## src/rtl/symclk_pkg.sv

```systemverilog
package symclk_pkg;

    typedef enum logic [2:0] {
        ST_FREE,
        ST_HUNT,
        ST_WAIT,
        ST_DELAY,
        ST_LOCKED
    } lock_state_t;

endpackage

```

## src/rtl/symclk_tclk_sync.sv

```systemverilog
module symclk_tclk_sync #(
    parameter int STAGES = 2
) (
    input  logic clk,
    input  logic rst_n,
    input  logic tclk_in,
    output logic tclk_rise
);

    logic [STAGES-1:0] stage_q;
    logic              last_q;

    for (genvar g = 0; g < STAGES; g++) begin : g_stage
        if (g == 0) begin : g_first
            always_ff @(posedge clk or negedge rst_n) begin
                if (!rst_n) stage_q[g] <= 1'b0;
                else        stage_q[g] <= tclk_in;
            end
        end else begin : g_next
            always_ff @(posedge clk or negedge rst_n) begin
                if (!rst_n) stage_q[g] <= 1'b0;
                else        stage_q[g] <= stage_q[g-1];
            end
        end
    end

    always_ff @(posedge clk or negedge rst_n) begin
        if (!rst_n) last_q <= 1'b0;
        else        last_q <= stage_q[STAGES-1];
    end

    assign tclk_rise = stage_q[STAGES-1] & ~last_q;

    AST_RISE_SINGLE: assert property (@(posedge clk) disable iff (!rst_n)
        tclk_rise |=> !tclk_rise);

endmodule

```

## src/rtl/symclk_lock_fsm.sv

```systemverilog
module symclk_lock_fsm
    import symclk_pkg::*;
#(
    parameter int DIV_W       = 8,
    parameter int SYNC_STAGES = 2
) (
    input  logic             clk,
    input  logic             rst_n,
    input  logic             clk_en,
    input  logic             ext_mode,
    input  logic             resync,
    input  logic             tclk_rise,
    input  logic [DIV_W-1:0] samp_div,
    output logic             lock_now
);

    localparam int OFF_W = DIV_W + 1;

    lock_state_t      state, state_nx;
    logic [OFF_W-1:0] off_cnt;
    logic [OFF_W-1:0] off_load;
    logic             en_q;
    logic             arm;

    assign arm      = clk_en & ~en_q;
    assign off_load = OFF_W'(samp_div) + OFF_W'(3) - OFF_W'(SYNC_STAGES);

    always_ff @(posedge clk or negedge rst_n) begin
        if (!rst_n) en_q <= 1'b0;
        else        en_q <= clk_en;
    end

    // state register
    always_ff @(posedge clk or negedge rst_n) begin
        if (!rst_n)      state <= ST_FREE;
        else if (clk_en) state <= state_nx;
    end

    // next state
    always_comb begin
        state_nx = state;
        if (!ext_mode) begin
            state_nx = ST_FREE;
        end else if (resync) begin
            state_nx = ST_WAIT;
        end else if (arm) begin
            state_nx = ST_HUNT;
        end else begin
            unique case (state)
                ST_FREE:   state_nx = ST_HUNT;
                ST_WAIT:   state_nx = ST_HUNT;
                ST_HUNT:   if (tclk_rise) state_nx = ST_DELAY;
                ST_DELAY:  if (off_cnt == '0) state_nx = ST_LOCKED;
                ST_LOCKED: state_nx = ST_LOCKED;
                default:   state_nx = ST_FREE;
            endcase
        end
    end

    // outputs
    always_comb begin
        lock_now = clk_en && (state == ST_DELAY) && (state_nx == ST_LOCKED);
    end

    always_ff @(posedge clk or negedge rst_n) begin
        if (!rst_n) begin
            off_cnt <= '0;
        end else if (clk_en) begin
            if (state == ST_HUNT && state_nx == ST_DELAY)
                off_cnt <= off_load;
            else if (state == ST_DELAY && off_cnt != '0)
                off_cnt <= off_cnt - 1'b1;
        end
    end

    AST_LOCK_IN_EXT: assert property (@(posedge clk) disable iff (!rst_n)
        lock_now |-> ext_mode);

    AST_WAIT_HOLDS: assert property (@(posedge clk) disable iff (!rst_n)
        (state == ST_WAIT && resync && ext_mode && clk_en) |=> (state == ST_WAIT));

    AST_DELAY_FROM_HUNT: assert property (@(posedge clk) disable iff (!rst_n)
        $rose(state == ST_DELAY) |-> ($past(state == ST_HUNT) && $past(tclk_rise)));

endmodule

```

## src/rtl/symclk_samp_div.sv

```systemverilog
module symclk_samp_div #(
    parameter int DIV_W       = 8,
    parameter int ANOM_BITS   = 4,
    parameter int SYM_SAMPLES = 4
) (
    input  logic             clk,
    input  logic             rst_n,
    input  logic             clk_en,
    input  logic [DIV_W-1:0] samp_div,
    input  logic             lock_now,
    output logic             samp_en,
    output logic             bit_clk,
    output logic             sym_strobe
);

    localparam int CNT_W = DIV_W + 1;
    localparam int PH_W  = (SYM_SAMPLES > 2) ? $clog2(SYM_SAMPLES) : 1;

    logic [CNT_W-1:0] cnt;
    logic [CNT_W-1:0] wrap_at;
    logic [PH_W-1:0]  phase;
    logic             anom;
    logic             wrap;

    assign anom    = (samp_div[ANOM_BITS-1:0] == '0);
    assign wrap_at = CNT_W'(samp_div) + (anom ? CNT_W'(1 << ANOM_BITS) : '0);
    assign wrap    = (cnt >= wrap_at);

    always_ff @(posedge clk or negedge rst_n) begin
        if (!rst_n) begin
            cnt        <= '0;
            phase      <= '0;
            samp_en    <= 1'b0;
            bit_clk    <= 1'b0;
            sym_strobe <= 1'b0;
        end else if (!clk_en) begin
            samp_en    <= 1'b0;
            sym_strobe <= 1'b0;
        end else if (lock_now) begin
            cnt        <= '0;
            phase      <= '0;
            samp_en    <= 1'b1;
            bit_clk    <= 1'b0;
            sym_strobe <= 1'b0;
        end else if (wrap) begin
            cnt        <= '0;
            samp_en    <= 1'b1;
            bit_clk    <= ~bit_clk;
            sym_strobe <= (phase == PH_W'(SYM_SAMPLES - 1));
            phase      <= (phase == PH_W'(SYM_SAMPLES - 1)) ? '0 : phase + 1'b1;
        end else begin
            cnt        <= cnt + 1'b1;
            samp_en    <= 1'b0;
            sym_strobe <= 1'b0;
        end
    end

    AST_BITCLK_ON_SAMPLE: assert property (@(posedge clk) disable iff (!rst_n)
        !$stable(bit_clk) |-> samp_en);

    AST_STROBE_ON_SAMPLE: assert property (@(posedge clk) disable iff (!rst_n)
        sym_strobe |-> samp_en);

    AST_GATED_QUIET: assert property (@(posedge clk) disable iff (!rst_n)
        !clk_en |=> (!samp_en && !sym_strobe && $stable(bit_clk)));

    AST_LOCK_ALIGNS: assert property (@(posedge clk) disable iff (!rst_n)
        (lock_now && clk_en) |=> (samp_en && !bit_clk && !sym_strobe));

endmodule

```

## src/rtl/symclk_aux_div.sv

```systemverilog
module symclk_aux_div #(
    parameter int AUX_W = 4
) (
    input  logic             clk,
    input  logic             rst_n,
    input  logic [AUX_W-1:0] aux_div,
    output logic             aux_clk
);

    logic [AUX_W-1:0] acnt;
    logic             parked;

    assign parked = (aux_div < AUX_W'(2));

    always_ff @(posedge clk or negedge rst_n) begin
        if (!rst_n) begin
            acnt    <= '0;
            aux_clk <= 1'b1;
        end else if (parked || acnt >= aux_div) begin
            acnt    <= '0;
            aux_clk <= 1'b1;
        end else begin
            acnt    <= acnt + 1'b1;
            aux_clk <= (acnt == '0);
        end
    end

    AST_AUX_PARKED: assert property (@(posedge clk) disable iff (!rst_n)
        parked |=> aux_clk);

    AST_AUX_HIGH_PAIR: assert property (@(posedge clk) disable iff (!rst_n)
        $rose(aux_clk) |=> aux_clk);

endmodule

```

## src/rtl/symclk_gen.sv

```systemverilog
module symclk_gen #(
    parameter int DIV_W       = 8,
    parameter int AUX_W       = 4,
    parameter int SYNC_STAGES = 2,
    parameter int SYM_SAMPLES = 4
) (
    input  logic             clk,
    input  logic             rst_n,
    input  logic             clk_en,
    input  logic             tclk_in,
    input  logic [DIV_W-1:0] samp_div,
    input  logic [AUX_W-1:0] aux_div,
    input  logic             ext_mode,
    input  logic             resync,
    output logic             samp_en,
    output logic             bit_clk,
    output logic             aux_clk,
    output logic             sym_strobe
);

    logic tclk_rise;
    logic lock_now;

    symclk_tclk_sync #(.STAGES(SYNC_STAGES)) u_sync (
        .clk       (clk),
        .rst_n     (rst_n),
        .tclk_in   (tclk_in),
        .tclk_rise (tclk_rise)
    );

    symclk_lock_fsm #(.DIV_W(DIV_W), .SYNC_STAGES(SYNC_STAGES)) u_fsm (
        .clk       (clk),
        .rst_n     (rst_n),
        .clk_en    (clk_en),
        .ext_mode  (ext_mode),
        .resync    (resync),
        .tclk_rise (tclk_rise),
        .samp_div  (samp_div),
        .lock_now  (lock_now)
    );

    symclk_samp_div #(.DIV_W(DIV_W), .ANOM_BITS(4), .SYM_SAMPLES(SYM_SAMPLES)) u_samp (
        .clk        (clk),
        .rst_n      (rst_n),
        .clk_en     (clk_en),
        .samp_div   (samp_div),
        .lock_now   (lock_now),
        .samp_en    (samp_en),
        .bit_clk    (bit_clk),
        .sym_strobe (sym_strobe)
    );

    symclk_aux_div #(.AUX_W(AUX_W)) u_aux (
        .clk     (clk),
        .rst_n   (rst_n),
        .aux_div (aux_div),
        .aux_clk (aux_clk)
    );

endmodule

```

## config.mk

```make
export PLATFORM = sky130hd
export DESIGN_NAME = symclk_gen
export DESIGN_NICKNAME = d
export VERILOG_FILES = /design/src/rtl/symclk_pkg.sv /design/src/rtl/symclk_tclk_sync.sv /design/src/rtl/symclk_lock_fsm.sv /design/src/rtl/symclk_samp_div.sv /design/src/rtl/symclk_aux_div.sv /design/src/rtl/symclk_gen.sv
export SDC_FILE = /design/constraint.sdc
export NUM_CORES = 1
export LEC_CHECK = 0
export BUFFER_PORTS_ARGS = -buffer_cell sky130_fd_sc_hd__buf_2
export CAP_MARGIN = 5
export CORE_AREA = 5 5 87 89
export DETAILED_ROUTE_END_ITERATION = 8
export DIE_AREA = 0 0 92 94
export HOLD_SLACK_MARGIN = 0.05
export SLEW_MARGIN = 30
export SYNTH_ARGS = -nofsm -noshare
export SYNTH_HDL_FRONTEND = slang
export SYNTH_SLANG_ARGS = --single-unit
```

## constraint.sdc

```tcl
create_clock -name clk -period 2.5 [get_ports clk]
set_input_delay 0.125 -clock clk [delete_from_list [all_inputs] [get_ports clk]]
set_output_delay 0.125 -clock clk [all_outputs]
set_load 0.02 [all_outputs]
```

# [Word-level counts from Yosys, hierarchy flattened]
# Index checks and enable logic that the tools add are counted.
[word_totals] ff_bits=35 out_inout_bits=4 word_cells=74
[op_classes] add_sub_neg=7 magnitude_cmp=3 n_eq_ne=7 mux=24 bitwise=5 reduce_logical=15
[ops] operator="$mux W9" count=4
[ops] operator="$mux W3" count=5
[ops] operator="$pmux W3 S4" count=1
[ops] operator="$add A8 B2 Y9 const B" count=1
[ops] operator="$add A8 B9 Y9" count=1
[ops] operator="$add A9 B1 Y9 const B" count=1
[ops] operator="$eq A3 B2 Y1 const B" count=3
[ops] operator="$ge A9 B9 Y1" count=1
[ops] operator="$logic_not A9 Y1" count=1
[ops] operator="$mux W1" count=9
[ops] operator="$reduce_bool A9 Y1" count=1
[ops] operator="$sub A9 B1 Y9 const B" count=1
[ops] operator="$sub A9 B2 Y9 const B" count=1
[ops] operator="$logic_not A4 Y1" count=2
[ops] operator="$eq A3 B3 Y1 const B" count=2
[ops] operator="$mux W2" count=3
[ops] operator="$mux W5" count=1
[ops] operator="$add A4 B1 Y4 const B" count=1
[ops] operator="$ge A4 B4 Y1" count=1
[ops] operator="$logic_and A1 B1 Y1" count=4
[ops] operator="$lt A4 B2 Y1 const B" count=1
[ops] operator="$mux W4" count=1
[ops] operator="$reduce_and A2 Y1" count=2
[ops] operator="$reduce_bool A2 Y1" count=2
[ops] operator="8 further kinds" count=11

# [Depth between registers and ports, before layout]
# Gate-level depths: netlist (run 1).
[depth] depth_word=11 mapped_depth=12 mapped_depth_nobuf=12

# [Modules after synthesis]
# Synthesis (run 1) repeated with hierarchy kept, for this count alone.
[unflattened] cells_unflattened=238 hier_area_um2=2402.3
[by_module_without_submodules] module="symclk_samp_div" n_inst=1 cells_per_inst=105 area_each_um2=1049.8
[by_module_without_submodules] module="symclk_lock_fsm" n_inst=1 cells_per_inst=99 area_each_um2=944.7
[by_module_without_submodules] module="symclk_aux_div" n_inst=1 cells_per_inst=30 area_each_um2=319.1
[by_module_without_submodules] module="symclk_tclk_sync" n_inst=1 cells_per_inst=4 area_each_um2=88.8

# [Worst setup path after synthesis (run 1)]
# OpenSTA, ideal clock, no wires.
[synth_timing] path_type="input to register" startpoint="in samp_div[0]" endpoint="reg u_samp.cnt[6]" arrival_time_ns=2.259 required_time_ns=2.380 setup_slack_ns=0.122 cell_stages=12 n_path_buf=0 cell_sequence="inv_1 ha_1 and3_1 ha_1 ha_1 xnor2_1 ha_1 and4_1 o21ai_0 o211ai_2 nand3_1 and3_1"
[synth_between] elab_chain_cells=6
[synth_lines] element="start: declaration" line_no="symclk_gen.sv:11" rtl="input logic [DIV_W-1:0] samp_div,"
[synth_lines] element="$logic_not A4 Y1" line_no="symclk_samp_div.sv:25" rtl="assign anom = (samp_div[ANOM_BITS-1:0] == '0);"
[synth_lines] element="$mux W5" line_no="symclk_samp_div.sv:26" rtl="assign wrap_at = CNT_W'(samp_div) + (anom ? CNT_W'(1 << ANOM_BITS) : '0);"
[synth_lines] element="$add A8 B9 Y9 *" line_no="symclk_samp_div.sv:26"
[synth_lines] element="$ge A9 B9 Y1 *" line_no="symclk_samp_div.sv:27" rtl="assign wrap = (cnt >= wrap_at);"
[synth_lines] element="$mux W9 *" line_no="symclk_samp_div.sv:45" rtl="end else if (wrap) begin"
[synth_lines] element="$mux W9 *" line_no="symclk_samp_div.sv:39" rtl="end else if (lock_now) begin"
[synth_lines] element="end signal: assignment" line_no="symclk_samp_div.sv:52" rtl="cnt <= cnt + 1'b1;"
[synth_lines] element="end: declaration" line_no="symclk_samp_div.sv:19" rtl="logic [CNT_W-1:0] cnt;"
# Every way passes the cells marked *; elsewhere a longest branch is shown, timed or not.
# A chain may end at the register's enable or synchronous reset.

# [Final worst setup path (run 1)]
[layout_timing] startpoint="in samp_div[0]" endpoint="reg u_samp.cnt[1]"
# The elaborated chain is that of the path after synthesis.

==> flow_summary.yaml, run 1 <==
die:
  start_util_pct: 35.9
  coreArea_um2: 6680
  chipWidth_um: 92
  fp.dieH_um: 94
  rows: 30
  boundaryPins: 22
  die_area_um2: 8650
sta:
  hold_viol_final: 0
  rsz0062_at_grt: "no"
  drv_slew: 0
  setup-violations-final: 0
  maxSlewHeadroom_pct: 46.9
  fin_crit_ns: 2.17
  max_freq_mhz: 460
  setup_tns_ns: 0
  finalCritPeriodShare_pct: 86.9
  setup_slack_ns: 0.328
  finClkSkew_ns: 0.0104
  worst_pin_slew_ns: 0.796
setup_path:
  cp_data_required_time_ns: 2.68
  cp_cell_sequence: "buf_2, inv_1, ha_1, and3_1, ha_1, ha_1, xnor2_1, ha_1, and4_1, o21ai_0, o211ai_2, buf_4, a21oi_1, a31o_1"
  cp_slowest_stage_delay_ns: 0.30
  worst_path_most_repeated_cell: "ha_1"
  crit_family: "adder cells"
  worst-path-max-fanout: 4
  critPathLaunchType: "input port"
  crit_path_top_delay_cell: "ha_1"
  cp_data_arrival_time_ns: 2.35
  cp_num_buf_inv: 3
  worstSetupPathType: "input port to flop"
  cp-end-kind: "flop"
finish:
  antenna_cells: 0
  fillers: 656
  final_nets: 324
  syn_to_final_growth_pct: 16.1
  drive_gt1_share_pct: 18.7
  fin_util_pct: 41.6
power_and_ir_drop:
  ir_drop_v: 0.000273
  seqPwrFrac_pct: 41.6
  combPwrFrac_pct: 33.1
  power_density_nw_per_um2: 749
  p_int_w: 0.00134
  leakage_nw: 1.39
  switchingPower_w: 0.000740
  p_clk_share_pct: 25.3
  switching_share_pct: 35.5
yosys:
  synth_area_leaders: "dfrtp_1 36%, ha_1 12%, and3_1 4.7%, nor2_1 3.4%, nand3_1 3.1%"
  synth_area_um2: 2400
  yosysSeqAreaShare_pct: 36.6
  synth.distinct_cells: 57
  ys.flop_type: "dfrtp_1"
  synth_most_common_cell: "dfrtp_1"
  synth_edf_count: 0
  synth_nets: 289
  yosysTopAreaCell: "dfrtp_1"
  synth.avg_cell_area_um2: 9.66
  ys_ff_latch: 35
  synth_top_area_share_pct: 35.5
  async_reset_ff_share_pct: 100
  ys.warnings.count: 0
  synthTopCellsByCount: "34 x dfrtp_1, 23 x ha_1, 22 x nor2_1, 18 x and3_1, 17 x inv_1"
  synthCells: 248
clock_network:
  clock_sinks: 35
  cts_made_buffers: 5
  cts_root_buffer: "clkbuf_8"
  ctsResizeCount: 0
  cts_max_path_buffers: 2
  clkSlewWorstSetupHoldPaths_ns: 0.08
  htreeDepth: 2
  clock_latency_ns: 0.29
  cts_tree: "built"
grt:
  gr-total-overflow: 0
  grt_start_max_net_pins: 36
  grt_pass1_vias: 1789
  grt_pass1_wl_um: 8350
  antenna_found_initial: 0
  grtUsageTotal_pct: 12.0
detailed_routing:
  avgRoutedWirePerCell_um: 13.3
  drt_iter0_markers: 50
  dr.pass1.iters: 4
  viasPerCell: 5.12
  via_count: 1864
  drt-total-wl_um: 4850
  drcViolationCount: 0
  ant_nets: 0
flow_run:
  cap_violations: 0
placement:
  place.gp.congestion: 0.777
  portBuffers: 21
  pre_cts_slack_ns: -0.131
  place_hpwl_um: 3760
hold_path:
  worst_hold_path_type: "input port to flop"
status:
  outcome: "completed"
sequential cells by signal, indices dropped and copies added, names as in the netlist:
name               flops
u_samp.samp_en         1
u_sync.stage_q         2
u_samp.sym_strobe      1
u_fsm.en_q             1
u_fsm.state            3
u_aux.aux_clk          1
u_aux.acnt             4
u_sync.last_q          1
u_samp.phase           2
u_samp.cnt             9
u_fsm.off_cnt          9
u_samp.bit_clk         1
per-layer routing:
| layer | vias to the layer above | part of all wire (%) | GRT usage (%) |
|---|---|---|---|
| li1 | 974 | - | - |
| met1 | 866 | 51 | 16.4 |
| met2 | 20 | 45 | 18.8 |
| met3 | 4 | 3.1 | 3.21 |
| met4 | 0 | 0.58 | 3.09 |
| met5 | - | 0 | 0 |
path summary, 6_finish.rpt:
kind | from | to | slack (ns) | cells after the start
max | samp_div[0] | u_samp.cnt[1] | 0.33 | 14
min | resync | u_fsm.state[1] | 0.09 | 3
max reg2reg | u_fsm.off_cnt[0] | u_samp.cnt[1] | 0.35 | 7
min reg2reg | u_sync.stage_q[0] | u_sync.stage_q[1] | 0.36 | 0
max in group asynchronous | rst_n | u_samp.cnt[8] | 1.54 | 2
min in group asynchronous | rst_n | u_sync.last_q | 0.46 | 2
cell families after synthesis:
| family | count (synthesis) | share of synthesized area, % |
|---|---|---|
| buffers and inverters | 23 | 4.13 |
| XOR/XNOR | 14 | 5.12 |
| AO/OA/AOI/OAI | 49 | 16.1 |
| AND/OR/NAND/NOR | 99 | 24.0 |
| adder cells (fa/ha/maj) | 23 | 12.0 |
| flip-flops | 35 | 36.6 |
| multiplexers | 5 | 2.09 |
power groups by stage:
stage / clock network (W) / registers (W) / logic [W]
2_1_floorplan: 0 / 0.000858 / 0.000511
3_3_place_gp: 0 / 0.000877 / 0.000681
3_5_place_dp: 0 / 0.000879 / 0.000691
4_1_cts: 0.000545 / 0.000867 / 0.000699
5_1_grt: 0.000577 / 0.000892 / 0.000786
6_report: 0.000526 / 0.000867 / 0.000691
timing repair:
action                                  CTS  global route
buffers inserted                          0             1
endpoints found under the setup margin    0             7
hold endpoints to repair                 35             0
hold buffers                              2             0
worst min-delay path, cell delays in order:
cell	delay, ns
buf_2	0.09
a311oi_1	0.04
nor2_1	0.08
through the flow:
step           area, um2  hold slack, ns  power [W]  std cells
6_report            2780          0.0871    0.00208        364
5_1_grt             2780          0.0845    0.00226        364
4_1_cts             2770          0.0812    0.00211        363
3_5_place_dp        2640           0.237    0.00157        353
3_3_place_gp        2640           0.236    0.00156        353
2_1_floorplan       2400          -0.171    0.00137        248
placed cells by master, fill, tap and decap left out, drive strengths merged, types with 2 or more instances in the layout:
cell         count
a2bb2oi          2
xor2             6
a311oi           3
a32o             2
nand4b           2
nor2b            3
and3            18
inv             19
a21oi            3
nand3           15
a211o            3
a21o             4
xnor2            8
ha              23
a31oi            2
and4             4
dlygate4sd3      2
or2              2
clkbuf           5
buf             31
nor2            23
dfrtp           34
o21ai            8
a211oi           6
nor3             6
nor4             3
a21boi           3
nand2b           3
o211ai           2
nand2           15
mux2i            5
layout make-up:
class	count	area [um2]	share of cell area, %
clock buffers	5	68.8	2.47
clock inverters	3	47.5	1.71
inverters	18	67.6	2.43
multi-input cells	190	1420	51.1
flip-flops and latches	35	877	31.5
well taps	80	100	3.60
repair buffers	33	200	7.20
(Power assumes the default switching activity.)
==> inputs of run 2 (changes only) <==
--- a/config.mk
+++ b/config.mk
@@ -12,4 +12,5 @@
 export DIE_AREA = 0 0 92 94
 export HOLD_SLACK_MARGIN = 0.05
+export SKIP_CTS_REPAIR_TIMING = 1
 export SLEW_MARGIN = 30
 export SYNTH_ARGS = -nofsm -noshare
==> constraint.sdc (replaced) <==
create_clock -name clk -period 2.5 [get_ports clk]
set_input_delay 0.25 -clock clk [delete_from_list [all_inputs] [get_ports clk]]
set_output_delay 0.25 -clock clk [all_outputs]
set_load 0.02 [all_outputs]
==> run 2 against run 1 <==
Count of clock-buffer cells in the layout grew 1. Worst setup slack worse by 0.21 ns. Sequential share of layout area decreased by 0.21 points. Final cell count unchanged. Design area grew 0.67%. Largest power group unchanged. Highest routed layer unchanged. Via count up 3.1%. Routed wire length increased by 3.2%. Clock power up 4.2%. Non-clock buffer count unchanged. Die area did not move. Sequential cell count stayed put.
==> flow_summary.yaml, run 2 (synthesis results as in run 1) <==
detailed_routing:
  viasPerCell: 5.28
  drt_iter0_markers: 68
  ant_nets: 0
  drcViolationCount: 0
  drt-total-wl_um: 5000
  via_count: 1922
  dr.pass1.iters: 4
  avgRoutedWirePerCell_um: 13.7
die:
  start_util_pct: 35.9
  rows: 30
  fp.dieH_um: 94
  coreArea_um2: 6680
  chipWidth_um: 92
  die_area_um2: 8650
  boundaryPins: 22
clock_network:
  cts_tree: "built"
  clock_sinks: 35
  cts_made_buffers: 5
  cts_max_path_buffers: 2
  clkSlewWorstSetupHoldPaths_ns: 0.08
  cts_root_buffer: "clkbuf_8"
  clock_latency_ns: 0.30
  htreeDepth: 2
finish:
  mostFrequentLayoutCells: "34 x dfrtp_1, 22 x nor2_1, 22 x ha_1"
  reg_top3: "u_fsm.off_cnt: 9 flops, u_samp.cnt: 9 flops, u_aux.acnt: 4 flops"
  drive_gt1_share_pct: 19.4
  antenna_cells: 0
  final_nets: 324
  stdcell_area_um2: 2800
  final_common_cell: "dfrtp_1"
  syn_to_final_growth_pct: 16.9
setup_path:
  r2r-start: "u_fsm.off_cnt[0]"
  cp_data_arrival_time_ns: 2.61
  critPathLaunchType: "input port"
  worstSetupPathType: "input port to flop"
  r2r_cells: 7
  regToRegEndpoint: "u_samp.cnt[1]"
  r2r_slack_ns: 0.42
  cp_data_required_time_ns: 2.72
  worst-path-max-fanout: 4
  cp-end-kind: "flop"
sta:
  finClkSkew_ns: 0.00832
  setup_slack_ns: 0.118
  fin_crit_ns: 2.38
  max_freq_mhz: 420
  setup-violations-final: 0
  finalCritPeriodShare_pct: 95.3
  maxSlewHeadroom_pct: 69.8
  setup_tns_ns: 0
  rsz0062_at_grt: "no"
  hold_viol_final: 0
  worst_pin_slew_ns: 0.454
  drv_slew: 0
placement:
  portBuffers: 21
  place_hpwl_um: 3790
  pre_cts_slack_ns: -0.179
  placed_cell_area_um2: 2650
  place.gp.congestion: 0.740
hold_path:
  worst_hold_path_type: "input port to flop"
  hp-start: "resync"
  hold_end: "u_fsm.state[1]"
  holdPathStages: 3
grt:
  grt_start_max_net_pins: 36
  gr-total-overflow: 0
  grt_pass1_wl_um: 8850
  grt_pass1_vias: 1824
  grtUsageTotal_pct: 12.8
  antenna_found_initial: 0
status:
  outcome: "completed"
power_and_ir_drop:
  leakage_nw: 1.40
  power_density_nw_per_um2: 753
  ir_drop_v: 0.000299
flow_run:
  cap_violations: 0
## run 2: cell count changes in the layout (fill, tap and decap cells not counted), sizes merged
cell    previous run  this run
clkbuf             5         6
clkinv             1         0
## run 2: cell type report
class                           count  area (um2)
Inverter                           18        67.6
Multi-Input combinational cell    190        1430
Timing Repair Buffer               33         206
Clock buffer                        6        82.6
Sequential cell                    35         877
Tap cell                           80         100
Clock inverter                      2        38.8
Fill cell                         649        3880
## run 2: worst max-delay path by stage
stage | start | to | slack, ns | cells after the start
global route | samp_div[0] | u_samp.phase[1] | 0.02 | 14
finish | samp_div[0] | u_samp.cnt[0] | 0.12 | 14
CTS | samp_div[0] | u_samp.cnt[6] | 0.14 | 13
global placement | samp_div[0] | u_samp.cnt[6] | -0.11 | 13
detailed placement | samp_div[0] | u_samp.cnt[6] | -0.18 | 13
floorplan | samp_div[0] | u_samp.cnt[6] | 0.02 | 12
## run 2: per-layer routing
layer  track usage, %  vias up  share of wire, %
met5                0        -                 0
met4             4.95        0               1.8
met3             3.77        8               3.3
met2             18.6       26                44
met1             18.0      918                51
li1                 -      970                 -
## run 2: critical path, cell delays in order
cell and delay, ns:
buf_2 0.09, inv_1 0.05, ha_1 0.18, and3_1 0.17, ha_1 0.19, ha_2 0.31, inv_1 0.04, ha_1 0.21
a211o_1 0.28, o211ai_1 0.12, o211ai_2 0.17, buf_4 0.17, a211o_1 0.25, mux2i_1 0.13
## run 2: report_power, final
| group | switching (W) | leakage [nW] | internal, W |
|---|---|---|---|
| clock | 0.000220 | 0.0618 | 0.000328 |
| combinational | 0.000364 | 0.899 | 0.000325 |
| sequential | 0.000161 | 0.436 | 0.000711 |
| total | 0.000745 | 1.40 | 0.00136 |
## run 2: metrics by stage
step / total power [W] / utilization [%] / hold slack (ns) / std cells
4_1_cts: 0.00213 / 41.4 / 0.0455 / 362
3_3_place_gp: 0.00154 / 39.6 / 0.336 / 354
5_1_grt: 0.00229 / 41.9 / 0.271 / 364
3_5_place_dp: 0.00157 / 39.6 / 0.336 / 354
2_1_floorplan: 0.00137 / - / -0.0456 / 248
6_report: 0.00211 / 41.9 / 0.225 / 364
